`config.mk`:
```
export PLATFORM = sky130hd
export DESIGN_NAME = sd_timing_reset_ctrl
export DESIGN_NICKNAME = d
export VERILOG_FILES = /design/src/rtl/sdtr_pkg.sv /design/src/rtl/sdtr_sync.sv /design/src/rtl/sdtr_reset_seq.sv /design/src/rtl/sdtr_counters.sv /design/src/rtl/sdtr_phase.sv /design/src/rtl/sd_timing_reset_ctrl.sv
export SDC_FILE = /design/constraint.sdc
export NUM_CORES = 1
export LEC_CHECK = 0
export BUFFER_PORTS_ARGS = -buffer_cell sky130_fd_sc_hd__buf_2
export CORE_MARGIN = 1.5
export CORE_UTILIZATION = 34
export CTS_CLUSTER_DIAMETER = 120
export DETAILED_ROUTE_END_ITERATION = 8
export GPL_ROUTABILITY_DRIVEN = 0
export PLACE_DENSITY = 0.65
export SLEW_MARGIN = 0
export SYNTH_ARGS = -nofsm -noshare
export SYNTH_HDL_FRONTEND = slang
export SYNTH_HIERARCHICAL = 1
export SYNTH_SLANG_ARGS = --single-unit
```
`constraint.sdc`:
```
create_clock -name clk -period 3.35 [get_ports clk]
set_input_delay 0.67 -clock clk [delete_from_list [all_inputs] [get_ports clk]]
set_output_delay 0.67 -clock clk [all_outputs]
set_load 0.005 [all_outputs]
```
`src/rtl/sdtr_pkg.sv`:
```
package sdtr_pkg;

  typedef enum logic [1:0] {
    MODE_TIMING     = 2'b00,
    MODE_SUBCARRIER = 2'b01,
    MODE_RTC        = 2'b10,
    MODE_NONE       = 2'b11
  } rst_mode_e;

  localparam int FIELD_W       = 4;
  localparam int FIELDS_SHORT  = 4;
  localparam int FIELDS_LONG   = 8;

  function automatic logic [FIELD_W-1:0] last_field(input logic long_seq);
    return long_seq ? FIELD_W'(FIELDS_LONG) : FIELD_W'(FIELDS_SHORT);
  endfunction

endpackage

```
`src/rtl/sdtr_sync.sv`:
```
module sdtr_sync #(
  parameter int STAGES = 2
) (
  input  logic clk,
  input  logic rst_n,
  input  logic async_in,
  output logic level,
  output logic rise
);
  logic [STAGES-1:0] chain;
  logic              prev;

  genvar g;
  generate
    for (g = 0; g < STAGES; g++) begin : g_stage
      if (g == 0) begin : g_first
        always_ff @(posedge clk) begin
          if (!rst_n) chain[0] <= 1'b0;
          else        chain[0] <= async_in;
        end
      end else begin : g_next
        always_ff @(posedge clk) begin
          if (!rst_n) chain[g] <= 1'b0;
          else        chain[g] <= chain[g-1];
        end
      end
    end
  endgenerate

  always_ff @(posedge clk) begin
    if (!rst_n) prev <= 1'b0;
    else        prev <= chain[STAGES-1];
  end

  assign level = chain[STAGES-1];
  assign rise  = chain[STAGES-1] & ~prev;

  // an edge is reported for one cycle only
  p_rise_single_r6: assert property (@(posedge clk) disable iff (!rst_n)
    rise |=> !rise);
endmodule

```
`src/rtl/sdtr_reset_seq.sv`:
```
module sdtr_reset_seq
  import sdtr_pkg::*;
(
  input  logic      clk,
  input  logic      rst_n,
  input  rst_mode_e mode,
  input  logic      sync_level,
  input  logic      sync_rise,
  input  logic      field_wrap,
  output logic      hold,
  output logic      phase_clear
);
  logic tr_active;
  logic tr_start;
  logic sc_rise;
  logic sc_pending;
  logic sc_fire;

  assign tr_start    = (mode == MODE_TIMING) & sync_rise;
  assign sc_rise     = (mode == MODE_SUBCARRIER) & sync_rise;
  assign hold        = tr_active | tr_start;
  assign sc_fire     = field_wrap & (sc_pending | sc_rise);
  assign phase_clear = hold | sc_fire;

  always_ff @(posedge clk) begin
    if (!rst_n) tr_active <= 1'b0;
    else        tr_active <= hold & sync_level;
  end

  always_ff @(posedge clk) begin
    if (!rst_n)       sc_pending <= 1'b0;
    else if (hold)    sc_pending <= 1'b0;
    else if (sc_fire) sc_pending <= 1'b0;
    else if (sc_rise) sc_pending <= 1'b1;
  end

  // inactive modes never start a hold or a clear request
  p_ignored_r9: assert property (@(posedge clk) disable iff (!rst_n)
    ((mode == MODE_RTC || mode == MODE_NONE) && !tr_active && !sc_pending)
      |=> (!tr_active && !sc_pending));
  // subcarrier mode never holds the counters
  p_no_hold_sc_r7: assert property (@(posedge clk) disable iff (!rst_n)
    (mode == MODE_SUBCARRIER && !tr_active) |-> !hold);
  // a request is consumed at the boundary
  p_consume_r7: assert property (@(posedge clk) disable iff (!rst_n)
    (field_wrap && !hold) |=> !sc_pending);
endmodule

```
`src/rtl/sdtr_counters.sv`:
```
module sdtr_counters
  import sdtr_pkg::*;
#(
  parameter int H_TOTAL         = 858,
  parameter int LINES_PER_FIELD = 262,
  localparam int H_W = $clog2(H_TOTAL),
  localparam int V_W = $clog2(LINES_PER_FIELD)
) (
  input  logic               clk,
  input  logic               rst_n,
  input  logic               hold,
  input  logic               std_pal,
  output logic [H_W-1:0]     h_count,
  output logic [V_W-1:0]     v_count,
  output logic [FIELD_W-1:0] field_num,
  output logic               field_wrap
);
  localparam logic [H_W-1:0] H_LAST = H_W'(H_TOTAL - 1);
  localparam logic [V_W-1:0] V_LAST = V_W'(LINES_PER_FIELD - 1);

  logic                line_end;
  logic [FIELD_W-1:0]  seq_last;

  assign line_end   = (h_count == H_LAST);
  assign field_wrap = line_end & (v_count == V_LAST);
  assign seq_last   = last_field(std_pal);

  always_ff @(posedge clk) begin
    if (!rst_n || hold) begin
      h_count <= '0;
    end else if (line_end) begin
      h_count <= '0;
    end else begin
      h_count <= h_count + 1'b1;
    end
  end

  always_ff @(posedge clk) begin
    if (!rst_n || hold) begin
      v_count <= '0;
    end else if (field_wrap) begin
      v_count <= '0;
    end else if (line_end) begin
      v_count <= v_count + 1'b1;
    end
  end

  always_ff @(posedge clk) begin
    if (!rst_n || hold) begin
      field_num <= FIELD_W'(1);
    end else if (field_wrap) begin
      field_num <= (field_num >= seq_last) ? FIELD_W'(1) : field_num + 1'b1;
    end
  end

  // a hold leaves the counters at their start values
  p_hold_start_r4: assert property (@(posedge clk) disable iff (!rst_n)
    hold |=> (h_count == '0 && v_count == '0 && field_num == FIELD_W'(1)));
  // sample counter steps by one inside a line
  p_h_step_r2: assert property (@(posedge clk) disable iff (!rst_n)
    (!hold && !line_end) |=> (h_count == $past(h_count) + 1'b1 && v_count == $past(v_count)));
  // sequence returns to field 1 after the last field
  p_field_wrap_r3: assert property (@(posedge clk) disable iff (!rst_n)
    (!hold && field_wrap && field_num >= seq_last) |=> field_num == FIELD_W'(1));
  // field number never leaves 1..8
  p_field_range_r3: assert property (@(posedge clk) disable iff (!rst_n)
    (field_num >= FIELD_W'(1) && field_num <= FIELD_W'(FIELDS_LONG)));
endmodule

```
`src/rtl/sdtr_phase.sv`:
```
module sdtr_phase #(
  parameter int PHASE_W = 32
) (
  input  logic               clk,
  input  logic               rst_n,
  input  logic               clear,
  input  logic [PHASE_W-1:0] freq_word,
  output logic [PHASE_W-1:0] phase
);
  always_ff @(posedge clk) begin
    if (!rst_n || clear) phase <= '0;
    else                 phase <= phase + freq_word;
  end

  // a clear zeroes the accumulator on the next cycle
  p_clear_zero_r7: assert property (@(posedge clk) disable iff (!rst_n)
    clear |=> phase == '0);
  // accumulate modulo 2^PHASE_W
  p_accum_r10: assert property (@(posedge clk) disable iff (!rst_n)
    !clear |=> phase == $past(phase) + $past(freq_word));
endmodule

```
`src/rtl/sd_timing_reset_ctrl.sv`:
```
module sd_timing_reset_ctrl
  import sdtr_pkg::*;
#(
  parameter int H_TOTAL         = 858,
  parameter int LINES_PER_FIELD = 262,
  parameter int PHASE_W         = 32,
  parameter int SYNC_STAGES     = 2,
  localparam int H_W = $clog2(H_TOTAL),
  localparam int V_W = $clog2(LINES_PER_FIELD)
) (
  input  logic               clk,
  input  logic               rst_n,
  input  logic               std_pal,
  input  logic [1:0]         mode,
  input  logic               ext_rst_in,
  input  logic [PHASE_W-1:0] freq_word,
  output logic [H_W-1:0]     h_count,
  output logic [V_W-1:0]     v_count,
  output logic [FIELD_W-1:0] field_num,
  output logic [PHASE_W-1:0] phase
);
  logic      sync_level;
  logic      sync_rise;
  logic      field_wrap;
  logic      hold;
  logic      phase_clear;
  rst_mode_e mode_e;

  assign mode_e = rst_mode_e'(mode);

  sdtr_sync #(.STAGES(SYNC_STAGES)) u_sync (
    .clk      (clk),
    .rst_n    (rst_n),
    .async_in (ext_rst_in),
    .level    (sync_level),
    .rise     (sync_rise)
  );

  sdtr_reset_seq u_seq (
    .clk         (clk),
    .rst_n       (rst_n),
    .mode        (mode_e),
    .sync_level  (sync_level),
    .sync_rise   (sync_rise),
    .field_wrap  (field_wrap),
    .hold        (hold),
    .phase_clear (phase_clear)
  );

  sdtr_counters #(
    .H_TOTAL         (H_TOTAL),
    .LINES_PER_FIELD (LINES_PER_FIELD)
  ) u_cnt (
    .clk        (clk),
    .rst_n      (rst_n),
    .hold       (hold),
    .std_pal    (std_pal),
    .h_count    (h_count),
    .v_count    (v_count),
    .field_num  (field_num),
    .field_wrap (field_wrap)
  );

  sdtr_phase #(.PHASE_W(PHASE_W)) u_phase (
    .clk       (clk),
    .rst_n     (rst_n),
    .clear     (phase_clear),
    .freq_word (freq_word),
    .phase     (phase)
  );

  // the hold covers the phase as well as the counters
  p_hold_phase_r5: assert property (@(posedge clk) disable iff (!rst_n)
    hold |=> (phase == '0 && h_count == '0));
endmodule

```
# Yosys cells after proc, flatten, opt, wreduce, memory -nomap -nowiden
# Cells that the tools add are included.
dict set report word_totals {
  ff_bits 60
  in_bits 38
  output_inout_bits 55
  word_cells 37
}
dict set report classes {
  add_sub_neg 4
  order_cmp 1
  eq_ne 3
  n_mux 2
  n_bitwise 11
  reduce_logical 7
}
# op n
set ops {}
lappend ops {{$add 32x32->32} 1}
lappend ops {{$add 10x1->10 const B} 1}
lappend ops {{$eq 10x10->1 const B} 1}
lappend ops {{$add 9x1->9 const B} 1}
lappend ops {{$eq 9x9->1 const B} 1}
lappend ops {{$mux 4} 2}
lappend ops {{$and 1x1->1} 6}
lappend ops {{$add 4x1->4 const B} 1}
lappend ops {{$ge 4x4->1} 1}
lappend ops {{$reduce_or 2->1} 2}
lappend ops {{$or 1x1->1} 3}
lappend ops {{$reduce_or 3->1} 1}
lappend ops {{$eq 2x1->1 const B} 1}
lappend ops {{$logic_not 2->1} 1}
lappend ops {{$logic_or 1x1->1} 2}
lappend ops {{$not 1->1} 2}
lappend ops {{$logic_not 1->1} 1}

# Logic depth before layout (Yosys ltp)
# Gate-level depths: netlist of run 1.
dict set report depth {
  ltp_word 7
  depth_mapped 14
  depth_no_buf 12
}

# By module
# The synthesis of run 1 kept the hierarchy.
# module instances cells_each area_each_um2 seq_area_each_um2
set modules_own_cells {}
lappend modules_own_cells {sdtr_phase 1 337 2635.0 640.6}
lappend modules_own_cells {sdtr_counters 1 129 1184.9 460.4}
lappend modules_own_cells {sdtr_reset_seq 1 11 113.9 40.0}
lappend modules_own_cells {sdtr_sync 1 7 92.6 60.1}

# Least setup slack after synthesis of run 1
# Ideal clock, no wire load.
dict set report synth_timing {
  path_kind {in2reg}
  from {in freq_word[0]}
  to {reg u_phase.phase[30]}
  setup_time_ps 62
  t_arrival_ps 2689
  required_ps 3288
  slack_ps 599
  stages 8
  n_path_buf 0
  path_cell_list {ha_1 > fa_1 > a21o_1 > a221o_2 > a21oi_2 > a21oi_2 > or4_1 > nand3_1}
}
dict set report synth_via {
  elab_chain_cells 1
}
# element line
set synth_lines {}
lappend synth_lines {{start: declaration} sd_timing_reset_ctrl.sv:16} ;# input logic [PHASE_W-1:0] freq_word,
lappend synth_lines {{$add 32x32->32} sdtr_phase.sv:12} ;# else phase <= phase + freq_word;
lappend synth_lines {{end signal: assignment} sdtr_phase.sv:12}
lappend synth_lines {{end: declaration} sdtr_phase.sv:8} ;# output logic [PHASE_W-1:0] phase
# Every way passes these cells.
# A chain may end at the register's enable or synchronous reset.

# Worst setup path in the final report of run 1
# Same ends and word-level chain as after synthesis.

==> results.sh, run 1 <==
export IMPL_status="complete, no violations"
export IMPL_ys_types=70
export IMPL_area_growth_syn_to_layout_pct=23.0
export IMPL_post_cts_buffers=0
export IMPL_use_met2_pct=27.4
export IMPL_fin_util_pct=43.2
export IMPL_fin_area_sq_um=4950
export IMPL_vias_per_cell=5.39
export IMPL_dpl_hpwl_mm=7.97
export IMPL_cp_end_kind="flop"
export IMPL_worstPathArrival_ns=2.97
export IMPL_die_x_microns=112
export IMPL_cts_buffer_depth=2
export IMPL_hold_class="flop to flop"
export IMPL_async_flop_share_pct=0
export IMPL_cp_max_fo=5
export IMPL_cts_root_buf="clkbuf_16"
export IMPL_final_antenna_net_count=0
export IMPL_drive_above_1_share_pct=23.9
export IMPL_whs_endpoint="u_sync/level$_SDFF_PN0_"
export IMPL_multi_input_area_sq_um=2660
export IMPL_r2r_slack_ns=0.79
export IMPL_total_power_w=0.00382
export IMPL_start_util_pct=35.1
export IMPL_rsz0062_at_grt="no"
export IMPL_whs_path_depth=1
export IMPL_reg2reg_from="u_cnt/h_count[1]$_SDFF_PP0_"
export IMPL_dr_total_vias=3886
export IMPL_drc=0
export IMPL_cts_resized=0
export IMPL_yosysWarnings=6
export IMPL_layout_min_cycle_time_ns=2.69
export IMPL_place_area_sq_um=4630
export IMPL_crit_required_ns=3.62
export IMPL_drt_initial_drc_count=213
export IMPL_synth_ff_type="dfxtp_1"
export IMPL_avgSynthCellArea_sq_um=8.32
export IMPL_fillers=1146
export IMPL_yosysSeqAreaShare_pct=29.8
export IMPL_coreArea_sq_um=11500
export IMPL_clk_latency_ns=0.34
export IMPL_ys_ff_latch=60
export IMPL_h_tree_depth=3
export IMPL_crit_type="input port to flop"
export IMPL_wl_per_cell_microns=14.2
export IMPL_firstDrtPassIters=4
export IMPL_hold_start="u_sync/chain[0]$_SDFF_PN0_"
export IMPL_numCtsBuffers=9
export IMPL_ir_worst_vdd_mv=0.351
export IMPL_cap_violations=0
export IMPL_grt_use_met1_pct=20.0
export IMPL_io_pins=93
export IMPL_io_buffers=92
export IMPL_cts_tree="done"
export IMPL_grt_pass1_wl_mm=17.3
export IMPL_cts_hold_buf=0
export IMPL_grt_max_degree=22
export IMPL_finalSetupViolations=0
export IMPL_top_usage_layer="met2"
export IMPL_final_max_slew_viol_count=0
export IMPL_p_per_area_nw_per_um2=772
export IMPL_syn_num_nets=562
export IMPL_fin_crit_sh_pct=80.3
export IMPL_grt_pass1_vias=3798
export IMPL_syn_inst=484
export IMPL_die_height_microns=112
export IMPL_die_area_sq_um=12500
export IMPL_finalHoldViolCount=0
export IMPL_leakage_nw=2.23
export IMPL_grt_usage_pct=16.9
export IMPL_synth_area_sq_um=4030
export IMPL_slew_headroom_pct=56.5
export IMPL_synth_edff_count=0
export IMPL_n_antenna_cell=0
export IMPL_fin_nets=651
export IMPL_row_count=39
export IMPL_cts_sinks=60
export IMPL_register_area_sq_um=1200
export IMPL_max_freq_mhz=372
export IMPL_antenna_found_initial=0
export IMPL_rr_worst_depth=12
export IMPL_fin_setup_tns_ns=0
export IMPL_cts_clk_slew_worst_paths_ns=0.05
export IMPL_clock_skew_ns=0.0102
export IMPL_tightestPinTransition_ns=0.653
export IMPL_cp_start_kind="input port"
export IMPL_use_met3_pct=5.82
export IMPL_grt_overflow=0
export IMPL_totalWireLength_mm=10.3
export IMPL_reg2reg_to="u_phase/phase[30]$_SDFF_PP0_"
[logic make-up (layout without fill, tap and decap cells)]
logic type	Yosys count	after routing	synth area share (%)
and+or+nand+nor	175	175	23.4
AOI/OAI and AO/OA	132	132	22.1
DFF	60	60	29.8
buffers and inverters	41	135	4.04
adders and majority gates	40	40	12.6
xor gates and xnor gates	30	30	6.53
muxes	6	6	1.52
[worst max-delay path by stage]
stage | from | to | slack [ns] | depth (start not counted)
detailed placement | freq_word[0] | u_phase/phase[30]$_SDFF_PP0_ | 0.34 | 9
global route | freq_word[0] | u_phase/phase[30]$_SDFF_PP0_ | 0.55 | 9
finish | freq_word[0] | u_phase/phase[30]$_SDFF_PP0_ | 0.66 | 9
CTS | freq_word[0] | u_phase/phase[30]$_SDFF_PP0_ | 0.67 | 9
global placement | freq_word[0] | u_phase/phase[30]$_SDFF_PP0_ | 0.37 | 9
floorplan | freq_word[0] | u_phase/phase[30]$_SDFF_PP0_ | 0.60 | 8
[flip-flops by register name (all words and copies together), names as in the netlist]
| signal | count |
|---|---|
| u_phase/phase | 32 |
| u_cnt/h_count | 10 |
| u_cnt/v_count | 9 |
| u_cnt/field_num | 4 |
| u_seq/sc_pending | 1 |
| u_seq/tr_active | 1 |
| u_sync/chain | 1 |
| u_sync/level | 1 |
| u_sync/prev | 1 |
[cells in the mapped netlist, types with 3 or more instances]
| cell | count | area, sq um |
|---|---|---|
| a31oi_1 | 8 | 50.1 |
| dfxtp_1 | 60 | 1200 |
| and3_1 | 5 | 31.3 |
| nor3_1 | 8 | 40.0 |
| inv_1 | 21 | 78.8 |
| or4_1 | 5 | 37.5 |
| nand2b_1 | 4 | 25.0 |
| o21ai_0 | 20 | 100 |
| o221ai_1 | 4 | 35.0 |
| or2_2 | 3 | 18.8 |
| nor2_1 | 45 | 169 |
| a21oi_1 | 38 | 190 |
| nand3_1 | 12 | 60.1 |
| nor2b_1 | 3 | 18.8 |
| o31ai_1 | 5 | 37.5 |
| clkbuf_1 | 17 | 63.8 |
| mux2i_1 | 5 | 50.1 |
| a21o_1 | 11 | 82.6 |
| nand4_1 | 17 | 106 |
| a21boi_0 | 3 | 22.5 |
| o211ai_1 | 7 | 52.6 |
| and2_1 | 9 | 56.3 |
| nand2_1 | 44 | 165 |
| ha_1 | 39 | 488 |
| a211oi_1 | 5 | 37.5 |
| xor2_1 | 16 | 140 |
| o21a_1 | 7 | 52.6 |
| xnor2_1 | 14 | 123 |
[worst max-delay path, stage by stage]
cell	delay, ns
buf_2	0.10
ha_1	0.23
fa_1	0.41
a21o_1	0.21
a221o_2	0.40
a21oi_2	0.22
a21oi_2	0.12
or4_1	0.51
nand3_1	0.10
[metal layers]
metal  up-vias  part of all wire (%)
met5         -                     0
met2       118                    47
met4         0                   2.8
li1       1948                     -
met1      1793                    44
met3        27                   6.9
[cell type report]
cell class	instances	share of cell area [%]
multi-input combinational	383	53.8
sequential	60	24.2
timing repair buffer	98	10.2
clock buffer	10	4.82
tap	143	3.61
clock inverter	6	1.77
inverter	21	1.59
[report_power, final]
part,total (W),internal (W),switching (W)
registers,0.000971,0.000878,0.0000926
clock network,0.00101,0.000669,0.000346
logic,0.00184,0.000773,0.00106
[stage by stage]
step,hold slack [ns],std cells,setup slack [ns]
6_report,0.432,721,0.659
5_1_grt,0.470,721,0.552
4_1_cts,0.437,721,0.675
3_5_place_dp,0.426,705,0.340
3_3_place_gp,0.412,705,0.372
2_1_floorplan,0.406,484,0.599
[layout by cell type, fill, tap and decap left out, drive strengths merged, types with 7 or more instances in the layout]
| cell | n |
|---|---|
| a21o | 12 |
| a21oi | 40 |
| a31oi | 8 |
| and2 | 10 |
| buf | 98 |
| clkbuf | 10 |
| dfxtp | 60 |
| ha | 39 |
| inv | 21 |
| nand2 | 44 |
| nand3 | 13 |
| nand4 | 18 |
| nor2 | 45 |
| nor3 | 8 |
| o211ai | 8 |
| o21a | 7 |
| o21ai | 20 |
| xnor2 | 14 |
| xor2 | 16 |
Power figures use the tool's default switching activity.
==> run 2: changes to the inputs <==
- PLACE_DENSITY: 0.65 -> 0.67
- clock period: 3.35 -> 2.2 ns (I/O delays scaled with it)
==> run 2 against run 1 <==
The flow now finishes with violations (negative setup slack). Worst setup slack got worse by 0.77 ns. Die area unchanged. Critical endpoint unchanged. Flip-flop and latch count unchanged.
==> results.sh, run 2 (synthesis results as in run 1) <==
export IMPL_finalHoldViolCount=0
export IMPL_fin_ws_ns=-0.109
export IMPL_cp_max_fo=4
export IMPL_dr_total_vias=4262
export IMPL_cts_root_buf="clkbuf_16"
export IMPL_p_per_area_nw_per_um2=1140
export IMPL_drc=0
export IMPL_cts_buffer_depth=2
export IMPL_reg_top3="u_phase/phase x32, u_cnt/h_count x10, u_cnt/v_count x9"
export IMPL_numCtsBuffers=9
export IMPL_grt_pass1_vias=3923
export IMPL_p_int_w=0.00395
export IMPL_total_power_w=0.00650
export IMPL_pwr_share_seq_pct=22.9
export IMPL_finalSetupViolations=6
export IMPL_fin_util_pct=49.9
export IMPL_io_pins=93
export IMPL_final_antenna_net_count=0
export IMPL_fin_crit_sh_pct=105
export IMPL_max_freq_mhz=433
export IMPL_die_height_microns=112
export IMPL_failed_checks="negative setup slack"
export IMPL_grt_pass1_wl_mm=17.8
export IMPL_drive_above_1_share_pct=37.4
export IMPL_dp_cells=776
export IMPL_cts_tree="done"
export IMPL_status="complete, but fails checks"
export IMPL_leakage_nw=2.66
export IMPL_drt_initial_drc_count=155
export IMPL_area_growth_syn_to_layout_pct=42.1
export IMPL_cp_start_kind="flop"
export IMPL_dpl_hpwl_mm=8.77
export IMPL_tightestPinTransition_ns=0.481
export IMPL_layout_common_cells="92 x buf_2, 86 x buf_4, 58 x dfxtp_1"
export IMPL_h_tree_depth=3
export IMPL_combPwrFrac_pct=56.8
export IMPL_die_x_microns=112
export IMPL_cap_violations=0
export IMPL_ir_worst_vdd_mv=0.538
export IMPL_rsz0062_at_grt="yes"
export IMPL_crit_required_ns=2.41
export IMPL_worstPathArrival_ns=2.52
export IMPL_clk_latency_ns=0.33
export IMPL_row_count=39
export IMPL_holdWs_ns=0.329
export IMPL_largest_reg_flops=32
export IMPL_layout_min_cycle_time_ns=2.31
export IMPL_firstDrtPassIters=4
export IMPL_cp_end_kind="flop"
export IMPL_cts_sinks=60
export IMPL_p_clk_share_pct=20.3
export IMPL_final_max_slew_viol_count=0
export IMPL_regMostFlops="u_phase/phase"
export IMPL_grt_overflow=0
export IMPL_cts_clk_slew_worst_paths_ns=0.05
export IMPL_crit_type="flop to flop"
export IMPL_slew_headroom_pct=67.6
export IMPL_hold_class="input port to flop"
export IMPL_mostFrequentLayoutCell="buf_2"
export IMPL_start_util_pct=35.1
export IMPL_wl_per_cell_microns=14.3
export IMPL_io_buffers=92
export IMPL_antenna_found_initial=0
export IMPL_fin_cells=801
export IMPL_fin_nets=733
export IMPL_p_switching_w=0.00255
export IMPL_grt_max_degree=17
export IMPL_totalWireLength_mm=11.5
export IMPL_vias_per_cell=5.32
export IMPL_cts_hold_buf=0
export IMPL_grt_usage_pct=17.4
export IMPL_coreArea_sq_um=11500
export IMPL_die_area_sq_um=12500
export IMPL_n_antenna_cell=0
export IMPL_r2r_slack_ns=-0.11
export IMPL_swShare_pct=39.2
export IMPL_clock_skew_ns=0.00651
## run 2: per-stage QoR
stage          setup TNS [ns]  worst slack (ns)  area [sq um]
2_1_floorplan          -0.505            -0.139          4060
6_report               -0.239            -0.109          5720
3_3_place_gp            -3.73            -0.353          5190
4_1_cts                -0.100           -0.0657          5500
3_5_place_dp            -4.13            -0.376          5190
5_1_grt                -0.851            -0.174          5720
## run 2: final cells by class
| cell class | instances | area [sq um] |
|---|---|---|
| clock buffers | 12 | 267 |
| clock inverters | 2 | 10.0 |
| fillers | 1087 | 5740 |
| inverters | 21 | 78.8 |
| multi-input cells | 383 | 2850 |
| flip-flops and latches | 60 | 1200 |
| well taps | 143 | 179 |
| repair buffers | 180 | 1140 |
## run 2: what timing repair did
item / CTS / global route
endpoints found under the setup margin: 7 / 23
resized for setup: 4 / 30
pin swaps: 6 / 16
buffers inserted: 1 / 11
## run 2: worst max-delay path: stages (launching register included)
cell,delay [ns]
dfxtp_2,0.32
ha_4,0.16
fa_2,0.34
a21o_1,0.21
a221o_2,0.43
a21oi_4,0.21
a21oi_4,0.09
buf_4,0.14
o211ai_1,0.21
nand3_2,0.09
## run 2: routing by layer
metal / global-route usage, % / vias to the layer above / wire, microns
met2: 30.4 / 140 / 5660
met1: 20.7 / 1995 / 4830
met5: 0 / - / 0
li1: - / 2108 / -
met3: 3.38 / 19 / 729
met4: 8.02 / 0 / 257
## run 2: power by group through the flow
stage	Clock, W	Sequential [W]	Combinational, W
CTS	0.00136	0.00149	0.00344
detailed placement	0	0.00151	0.00337
floorplan	0	0.00151	0.00199
finish	0.00132	0.00149	0.00369
global route	0.00140	0.00152	0.00404
global placement	0	0.00150	0.00331
## run 2: path summary, 6_finish.rpt
kind	from	endpoint	cells after the start
max reg2reg	u_phase/phase[0]$_SDFF_PP0_	u_phase/phase[30]$_SDFF_PP0_	9
max	u_phase/phase[0]$_SDFF_PP0_	u_phase/phase[30]$_SDFF_PP0_	9
min	ext_rst_in	u_sync/chain[0]$_SDFF_PN0_	2
min reg2reg	u_sync/chain[0]$_SDFF_PN0_	u_sync/level$_SDFF_PN0_	1
